$ cat config.mk
export PLATFORM = sky130hd
export DESIGN_NAME = serial_crc_appender
export DESIGN_NICKNAME = d
export VERILOG_FILES = /design/src/rtl/crc_app_pkg.sv /design/src/rtl/crc_app_gather.sv /design/src/rtl/crc_app_lfsr.sv /design/src/rtl/crc_app_finalize.sv /design/src/rtl/serial_crc_appender.sv
export SDC_FILE = /design/constraint.sdc
export NUM_CORES = 1
export LEC_CHECK = 0
export CORE_ASPECT_RATIO = 1.25
export CORE_UTILIZATION = 57
export CTS_BUF_LIST = sky130_fd_sc_hd__clkbuf_16
export CTS_CLUSTER_SIZE = 14
export DETAILED_ROUTE_END_ITERATION = 16
export DONT_BUFFER_PORTS = 1
export GPL_TIMING_DRIVEN = 0
export PLACE_DENSITY = 0.75
export SETUP_SLACK_MARGIN = 0.3
export SLEW_MARGIN = 20
export SYNTH_ARGS = -nofsm -noshare
export SYNTH_HDL_FRONTEND = slang
export SYNTH_SLANG_ARGS = --single-unit
export TNS_END_PERCENT = 30
$ cat constraint.sdc
create_clock -name clk -period 1.75 [get_ports clk]
set_input_delay 0.0875 -clock clk [delete_from_list [all_inputs] [get_ports clk]]
set_output_delay 0.0875 -clock clk [all_outputs]
set_load 0.01 [all_outputs]
$ cat src/rtl/crc_app_pkg.sv
package crc_app_pkg;

  typedef enum logic [1:0] {
    PH_MSG,
    PH_FLUSH,
    PH_CHK
  } phase_t;

  function automatic int clog2_min1(input int v);
    return (v <= 2) ? 1 : $clog2(v);
  endfunction

endpackage

$ cat src/rtl/crc_app_gather.sv
module crc_app_gather #(
  parameter int REFIN = 1
) (
  input  logic       clk,
  input  logic       rst,
  input  logic       fire,
  input  logic       bit_in,
  output logic       step_en,
  output logic       step_bit,
  output logic       byte_en,
  output logic [7:0] byte_out
);

  generate
    if (REFIN != 0) begin : g_reflect
      logic [2:0] pos;
      logic [6:0] hold;

      always_ff @(posedge clk) begin
        if (rst) begin
          pos  <= '0;
          hold <= '0;
        end else if (fire) begin
          pos  <= pos + 3'd1;
          hold <= {hold[5:0], bit_in};
        end
      end

      // Newest bit first, oldest bit last: byte_out[7] enters first.
      always_comb begin
        byte_out[7] = bit_in;
        for (int i = 0; i < 7; i++) begin
          byte_out[6 - i] = hold[i];
        end
      end

      assign byte_en  = fire && (pos == 3'd7);
      assign step_en  = 1'b0;
      assign step_bit = 1'b0;
    end else begin : g_straight
      assign step_en  = fire;
      assign step_bit = bit_in;
      assign byte_en  = 1'b0;
      assign byte_out = 8'h00;
    end
  endgenerate

endmodule

$ cat src/rtl/crc_app_lfsr.sv
module crc_app_lfsr #(
  parameter int             W      = 16,
  parameter logic [W-1:0]   POLY   = '0,
  parameter logic [W-1:0]   INIT   = '0,
  parameter int             DIRECT = 0
) (
  input  logic         clk,
  input  logic         rst,
  input  logic         load_init,
  input  logic         step_en,
  input  logic         step_bit,
  input  logic         byte_en,
  input  logic [7:0]   byte_in,
  output logic [W-1:0] crc_next
);

  logic [W-1:0] rem_q;

  function automatic logic [W-1:0] adv1(input logic [W-1:0] s, input logic b);
    logic         fb;
    logic [W-1:0] t;
    if (DIRECT != 0) begin
      fb = s[W-1] ^ b;
      t  = {s[W-2:0], 1'b0};
    end else begin
      fb = s[W-1];
      t  = {s[W-2:0], b};
    end
    return fb ? (t ^ POLY) : t;
  endfunction

  function automatic logic [W-1:0] adv8(input logic [W-1:0] s, input logic [7:0] v);
    logic [W-1:0] t;
    t = s;
    for (int i = 7; i >= 0; i--) begin
      t = adv1(t, v[i]);
    end
    return t;
  endfunction

  always_comb begin
    if (byte_en) begin
      crc_next = adv8(rem_q, byte_in);
    end else if (step_en) begin
      crc_next = adv1(rem_q, step_bit);
    end else begin
      crc_next = rem_q;
    end
  end

  always_ff @(posedge clk) begin
    if (rst || load_init) begin
      rem_q <= INIT;
    end else begin
      rem_q <= crc_next;
    end
  end

endmodule

$ cat src/rtl/crc_app_finalize.sv
module crc_app_finalize #(
  parameter int           W        = 16,
  parameter int           REFOUT   = 1,
  parameter logic [W-1:0] XOR_MASK = '0
) (
  input  logic         clk,
  input  logic         rst,
  input  logic         load,
  input  logic [W-1:0] crc_in,
  input  logic         shift,
  output logic         msb
);

  logic [W-1:0] mirrored;
  logic [W-1:0] folded;
  logic [W-1:0] sreg;

  always_comb begin
    for (int i = 0; i < W; i++) begin
      mirrored[i] = crc_in[W-1-i];
    end
  end

  generate
    if (REFOUT != 0) begin : g_ref
      assign folded = mirrored ^ XOR_MASK;
    end else begin : g_noref
      assign folded = crc_in ^ XOR_MASK;
    end
  endgenerate

  always_ff @(posedge clk) begin
    if (rst) begin
      sreg <= '0;
    end else if (load) begin
      sreg <= folded;
    end else if (shift) begin
      sreg <= {sreg[W-2:0], 1'b0};
    end
  end

  assign msb = sreg[W-1];

endmodule

$ cat src/rtl/serial_crc_appender.sv
module serial_crc_appender #(
  parameter int          POLY_W      = 16,
  parameter logic [31:0] POLY        = 32'h0000_1021,
  parameter logic [31:0] INIT_VAL    = 32'h1,
  parameter int          INIT_SCALAR = 1,
  parameter logic [31:0] XOR_VAL     = 32'h1,
  parameter int          XOR_SCALAR  = 1,
  parameter int          DIRECT      = 0,
  parameter int          REFIN       = 1,
  parameter int          REFOUT      = 1,
  parameter int          SUB_LEN     = 16,
  parameter int          NUM_SUB     = 2
) (
  input  logic clk,
  input  logic rst,
  input  logic in_valid,
  output logic in_ready,
  input  logic in_bit,
  input  logic in_last,
  output logic out_valid,
  input  logic out_ready,
  output logic out_bit,
  output logic out_last
);
  import crc_app_pkg::*;

  localparam logic [POLY_W-1:0] POLY_V = POLY[POLY_W-1:0];
  localparam logic [POLY_W-1:0] INIT_V =
    (INIT_SCALAR != 0) ? {POLY_W{INIT_VAL[0]}} : INIT_VAL[POLY_W-1:0];
  localparam logic [POLY_W-1:0] XOR_V =
    (XOR_SCALAR != 0) ? {POLY_W{XOR_VAL[0]}} : XOR_VAL[POLY_W-1:0];
  localparam int BCW = clog2_min1(SUB_LEN);
  localparam int SCW = clog2_min1(NUM_SUB);
  localparam int KW  = clog2_min1(POLY_W);

  phase_t           phase;
  logic [BCW-1:0]   bit_cnt;
  logic [SCW-1:0]   sub_cnt;
  logic [KW-1:0]    flush_cnt;
  logic [KW-1:0]    chk_cnt;
  logic             frame_end;

  logic             adv;
  logic             in_fire;
  logic             sub_done;
  logic             ends_frame;
  logic             flush_step;
  logic             flush_done;
  logic             crc_take;
  logic             g_step_en;
  logic             g_step_bit;
  logic             g_byte_en;
  logic [7:0]       g_byte;
  logic [POLY_W-1:0] crc_next;
  logic             fin_msb;

  assign adv        = !out_valid || out_ready;
  assign in_ready   = (phase == PH_MSG) && adv;
  assign in_fire    = in_valid && in_ready;
  assign sub_done   = in_fire && (bit_cnt == BCW'(SUB_LEN - 1));
  assign ends_frame = (sub_cnt == SCW'(NUM_SUB - 1)) || in_last;
  assign flush_step = (phase == PH_FLUSH);
  assign flush_done = flush_step && (flush_cnt == KW'(POLY_W - 1));
  assign crc_take   = (DIRECT != 0) ? sub_done : flush_done;

  crc_app_gather #(
    .REFIN (REFIN)
  ) u_gather (
    .clk      (clk),
    .rst      (rst),
    .fire     (in_fire),
    .bit_in   (in_bit),
    .step_en  (g_step_en),
    .step_bit (g_step_bit),
    .byte_en  (g_byte_en),
    .byte_out (g_byte)
  );

  crc_app_lfsr #(
    .W      (POLY_W),
    .POLY   (POLY_V),
    .INIT   (INIT_V),
    .DIRECT (DIRECT)
  ) u_lfsr (
    .clk       (clk),
    .rst       (rst),
    .load_init (crc_take),
    .step_en   (g_step_en || flush_step),
    .step_bit  (g_step_bit && !flush_step),
    .byte_en   (g_byte_en),
    .byte_in   (g_byte),
    .crc_next  (crc_next)
  );

  crc_app_finalize #(
    .W        (POLY_W),
    .REFOUT   (REFOUT),
    .XOR_MASK (XOR_V)
  ) u_final (
    .clk    (clk),
    .rst    (rst),
    .load   (crc_take),
    .crc_in (crc_next),
    .shift  ((phase == PH_CHK) && adv),
    .msb    (fin_msb)
  );

  always_ff @(posedge clk) begin
    if (rst) begin
      phase     <= PH_MSG;
      bit_cnt   <= '0;
      sub_cnt   <= '0;
      flush_cnt <= '0;
      chk_cnt   <= '0;
      frame_end <= 1'b0;
      out_valid <= 1'b0;
      out_bit   <= 1'b0;
      out_last  <= 1'b0;
    end else begin
      case (phase)
        PH_MSG: begin
          if (in_fire) begin
            out_bit   <= in_bit;
            out_valid <= 1'b1;
            out_last  <= 1'b0;
            if (sub_done) begin
              bit_cnt   <= '0;
              frame_end <= ends_frame;
              sub_cnt   <= ends_frame ? '0 : sub_cnt + 1'b1;
              phase     <= (DIRECT != 0) ? PH_CHK : PH_FLUSH;
            end else begin
              bit_cnt <= bit_cnt + 1'b1;
            end
          end else if (out_ready) begin
            out_valid <= 1'b0;
          end
        end
        PH_FLUSH: begin
          if (out_ready) begin
            out_valid <= 1'b0;
          end
          if (flush_done) begin
            flush_cnt <= '0;
            phase     <= PH_CHK;
          end else begin
            flush_cnt <= flush_cnt + 1'b1;
          end
        end
        PH_CHK: begin
          if (adv) begin
            out_bit   <= fin_msb;
            out_valid <= 1'b1;
            out_last  <= frame_end && (chk_cnt == KW'(POLY_W - 1));
            if (chk_cnt == KW'(POLY_W - 1)) begin
              chk_cnt <= '0;
              phase   <= PH_MSG;
            end else begin
              chk_cnt <= chk_cnt + 1'b1;
            end
          end
        end
        default: phase <= PH_MSG;
      endcase
    end
  end

endmodule

==> flow_summary_export.csv <==
group,metric,value,unit
floorplanning,num_rows,29,
timing,fin_crit,1.746,ns
detailed_routing,num_vias,2734,
placement,port_buffers,0,
cts,htree_levels,3,
cts,cts_tree,"yes",
critical_path,crit_path_top_delay_cell,"dfxtp_2",
placement,hpwl,5174,um
global_routing,busiest_layer,"met2",
power,power_density,855.3,nW/um2
floorplanning,ios,10,
timing,worst_slack,0.004480,ns
critical_path,cpMostUsedCell,"mux2i_1",
cts,root_buffer,"clkbuf_16",
hold_path,hold-path-endpoint,"out_bit",
critical_path,required,1.96,ns
floorplanning,die_h,84.63,um
status,status,"completed",
global_routing,grt-ovfl-total,0,
timing,drv_slew,0,
power,power.leakage,1.671,nW
critical_path,arrival,1.96,ns
final_layout,insertedDiodeCount,0,
timing,finalCritPeriodShare,0.9974,
synth,synthCells,338,
detailed_routing,viasPerCell,6.314,
global_routing,antenna_found_initial,0,
hold_path,min_from,"in_bit",
floorplanning,die_area,5763,um2
global_routing,met1_usage,0.3728,
synth,yosysWarnings,0,
global_routing,grt_pass1_vias,2601,
global_routing,grt_pass1_wl,13070,um
detailed_routing,route.detailed.drc,0,
global_routing,grt_max_degree,12,
timing,slew_headroom,0.4889,
cts,clockBufferDepth,2,
placement,dp_slack,-0.1153,ns
floorplanning,initial_core_util,0.6042,
timing,fmax,0.5729,GHz
synth,synthFlopType,"dfxtp_1",
synth,avgSynthCellArea,9.210,um2
critical_path,regToRegSetupSlack,0.004,ns
placement,gp_congestion,0.8793,
synth,netlist_area,3113,um2
floorplanning,core_area,5152,um2
critical_path,crit_type,"flop to flop",
critical_path,worstReg2RegStart,"phase[1]",
synth,synth.top_cell.area_share,0.3923,
global_routing,met3_usage,0.05435,
timing,rsz0062_at_grt,"true",
final_layout,final_area,4262,um2
critical_path,rr_worst_depth,7,
synth,ys_ff_latch,61,
synth,ys_seq_area_frac,0.3923,
flow_run,drv_cap,0,
final_layout,area_growth,36.90,%
power,total_power,3.645,mW
critical_path,cp_max_fo,10,
hold_path,hold_depth,3,
critical_path,rr_endpoint,"u_lfsr.rem_q[2]",
cts,clock_sinks,61,
cts,insertion_delay,0.33,ns
cts,cts_buffers,9,
critical_path,end_kind,"flop",
critical_path,max_stage_delay,0.33,ns
final_layout,fin_nets,381,
synth,synth_edf_count,0,
detailed_routing,initialDrtViolationCount,155,
synth,synth_top_area_cell,"dfxtp_1",
hold_path,min_path_type,"input pin to flop",
critical_path,critPathLaunchType,"flop",
synth,synth_cell_types,46,
detailed_routing,drt-total-wl,8993,um
detailed_routing,ant_nets,0,
synth,synth.most_common_cell,"dfxtp_1",
synth,syn_nets,353,
timing,worst_pin_slew,0.7667,ns
global_routing,grt_usage,0.3120,
synth,synthArstFlopShare,0,
detailed_routing,first_pass_iters,4,
critical_path,path_cells,"inv_2 > ha_1 > buf_6 > buf_4 > mux2i_1 > mux2i_1 > or3_1",
power,ir_worst_vdd,0.8213,mV
cts,clk_pin_slew_worst_paths,0.06,ns
floorplanning,die_w,68.10,um
synth,synth_area_leaders,"dfxtp_1, mux2i_1, a211oi_1",
timing,hold_ws,0.09306,ns
timing,finClkSkew,0.006288,ns
detailed_routing,wire_per_inst,20.77,um
synth,synth_commonest_cells,"dfxtp_1, nand2_1, mux2i_1, a211oi_1, a21oi_1",
final_layout,drive_gt1_frac,0.3558,
timing,setup_tns,0,ns
placement,place_area,3229,um2
timing,hold_violations,0,
timing,setup_viol,0,
global_routing,use_met2,0.5107,
## metal layers
| layer | wire length, um | share of wire |
|---|---|---|
| met3 | 423 | 0.047 |
| met2 | 4522 | 0.50 |
| met5 | 0 | 0 |
| met4 | 452 | 0.050 |
| met1 | 3595 | 0.40 |
## how the worst max path moves through the flow
stage / from / end / slack, ns / depth (start not counted)
3_5_place_dp: phase[1] / u_final.sreg[0] / -0.12 / 8
2_1_floorplan: phase[1] / u_lfsr.rem_q[13] / 0.17 / 7
4_1_cts: phase[0] / u_lfsr.rem_q[13] / 0.05 / 7
6_report: phase[1] / u_lfsr.rem_q[2] / 0.004 / 7
5_1_grt: phase[1] / u_lfsr.rem_q[2] / -0.08 / 7
3_3_place_gp: phase[0] / u_final.sreg[0] / -0.11 / 8
## per-stage QoR
| stage | cells | util |
|---|---|---|
| after detailed placement | 400 | 0.6268 |
| after floorplan | 338 | - |
| after global routing | 433 | 0.8271 |
| after CTS | 424 | 0.7504 |
| final | 433 | 0.8271 |
| after global placement | 400 | 0.6268 |
## cells in the final DEF, fill, tap and decap left out, types with 8 or more instances in the layout
cell type,count
nand2b_4,8
a21oi_1,16
mux2i_1,14
dfxtp_1,58
nand2_1,25
clkbuf_16,9
nand3_1,8
a211oi_2,22
xor2_1,10
mux2i_4,8
and3_1,14
buf_4,13
nor2_1,10
buf_6,12
xnor2_1,16
## cell type report
type / count / area [um2]
multi-input combinational: 244 / 2166
sequential: 61 / 1227
clock buffer: 9 / 225.2
inverter: 6 / 25.02
tap: 62 / 77.57
clock inverter: 7 / 115.1
fill: 277 / 890.9
timing repair buffer: 17 / 170.2
buffer: 27 / 255.2
## cells by family after synthesis
kind of cell	count (synthesis)	share of synthesized area
and+or+nand+nor	104	0.1748
DFF	61	0.3923
buffers and inverters	33	0.04783
AOI/OAI and AO/OA	69	0.1515
muxes	33	0.1085
xor gates and xnor gates	29	0.08882
adders and majority gates	9	0.03617
## power by group
| group | leakage [nW] | switching [mW] | total (mW) | internal [mW] |
|---|---|---|---|---|
| sequential | 0.495 | 0.0156 | 1.42 | 1.40 |
| combinational | 1.01 | 0.102 | 0.172 | 0.0699 |
| clock | 0.167 | 0.670 | 2.05 | 1.38 |
## flip-flops by register name (all words and copies together), names as in the netlist
signal,cells
frame_end,1
out_valid,1
u_final.sreg,16
u_lfsr.rem_q,16
out_bit,1
flush_cnt,4
u_gather.g_reflect.pos,3
out_last,1
u_gather.g_reflect.hold,7
phase,2
bit_cnt,4
sub_cnt,1
chk_cnt,4
## what timing repair did
action                                  4_1_cts  5_1_grt
endpoints found under the setup margin       59       62
gates resized for setup                      46       97
gates cloned                                  1        2
hold buffers                                  3        0
pin swaps                                     7       22
buffers inserted                              4        7
endpoints found under the hold margin         4        0
## critical path: cells and delay by family, from the launching register on
kind | cells | cell delay (ns)
adder cells (fa/ha/maj) | 1 | 0.16
AND/OR/NAND/NOR | 1 | 0.33
multiplexers | 2 | 0.44
buffers and inverters | 3 | 0.37
flip-flops | 1 | 0.33
Power figures use the tool's default switching activity.
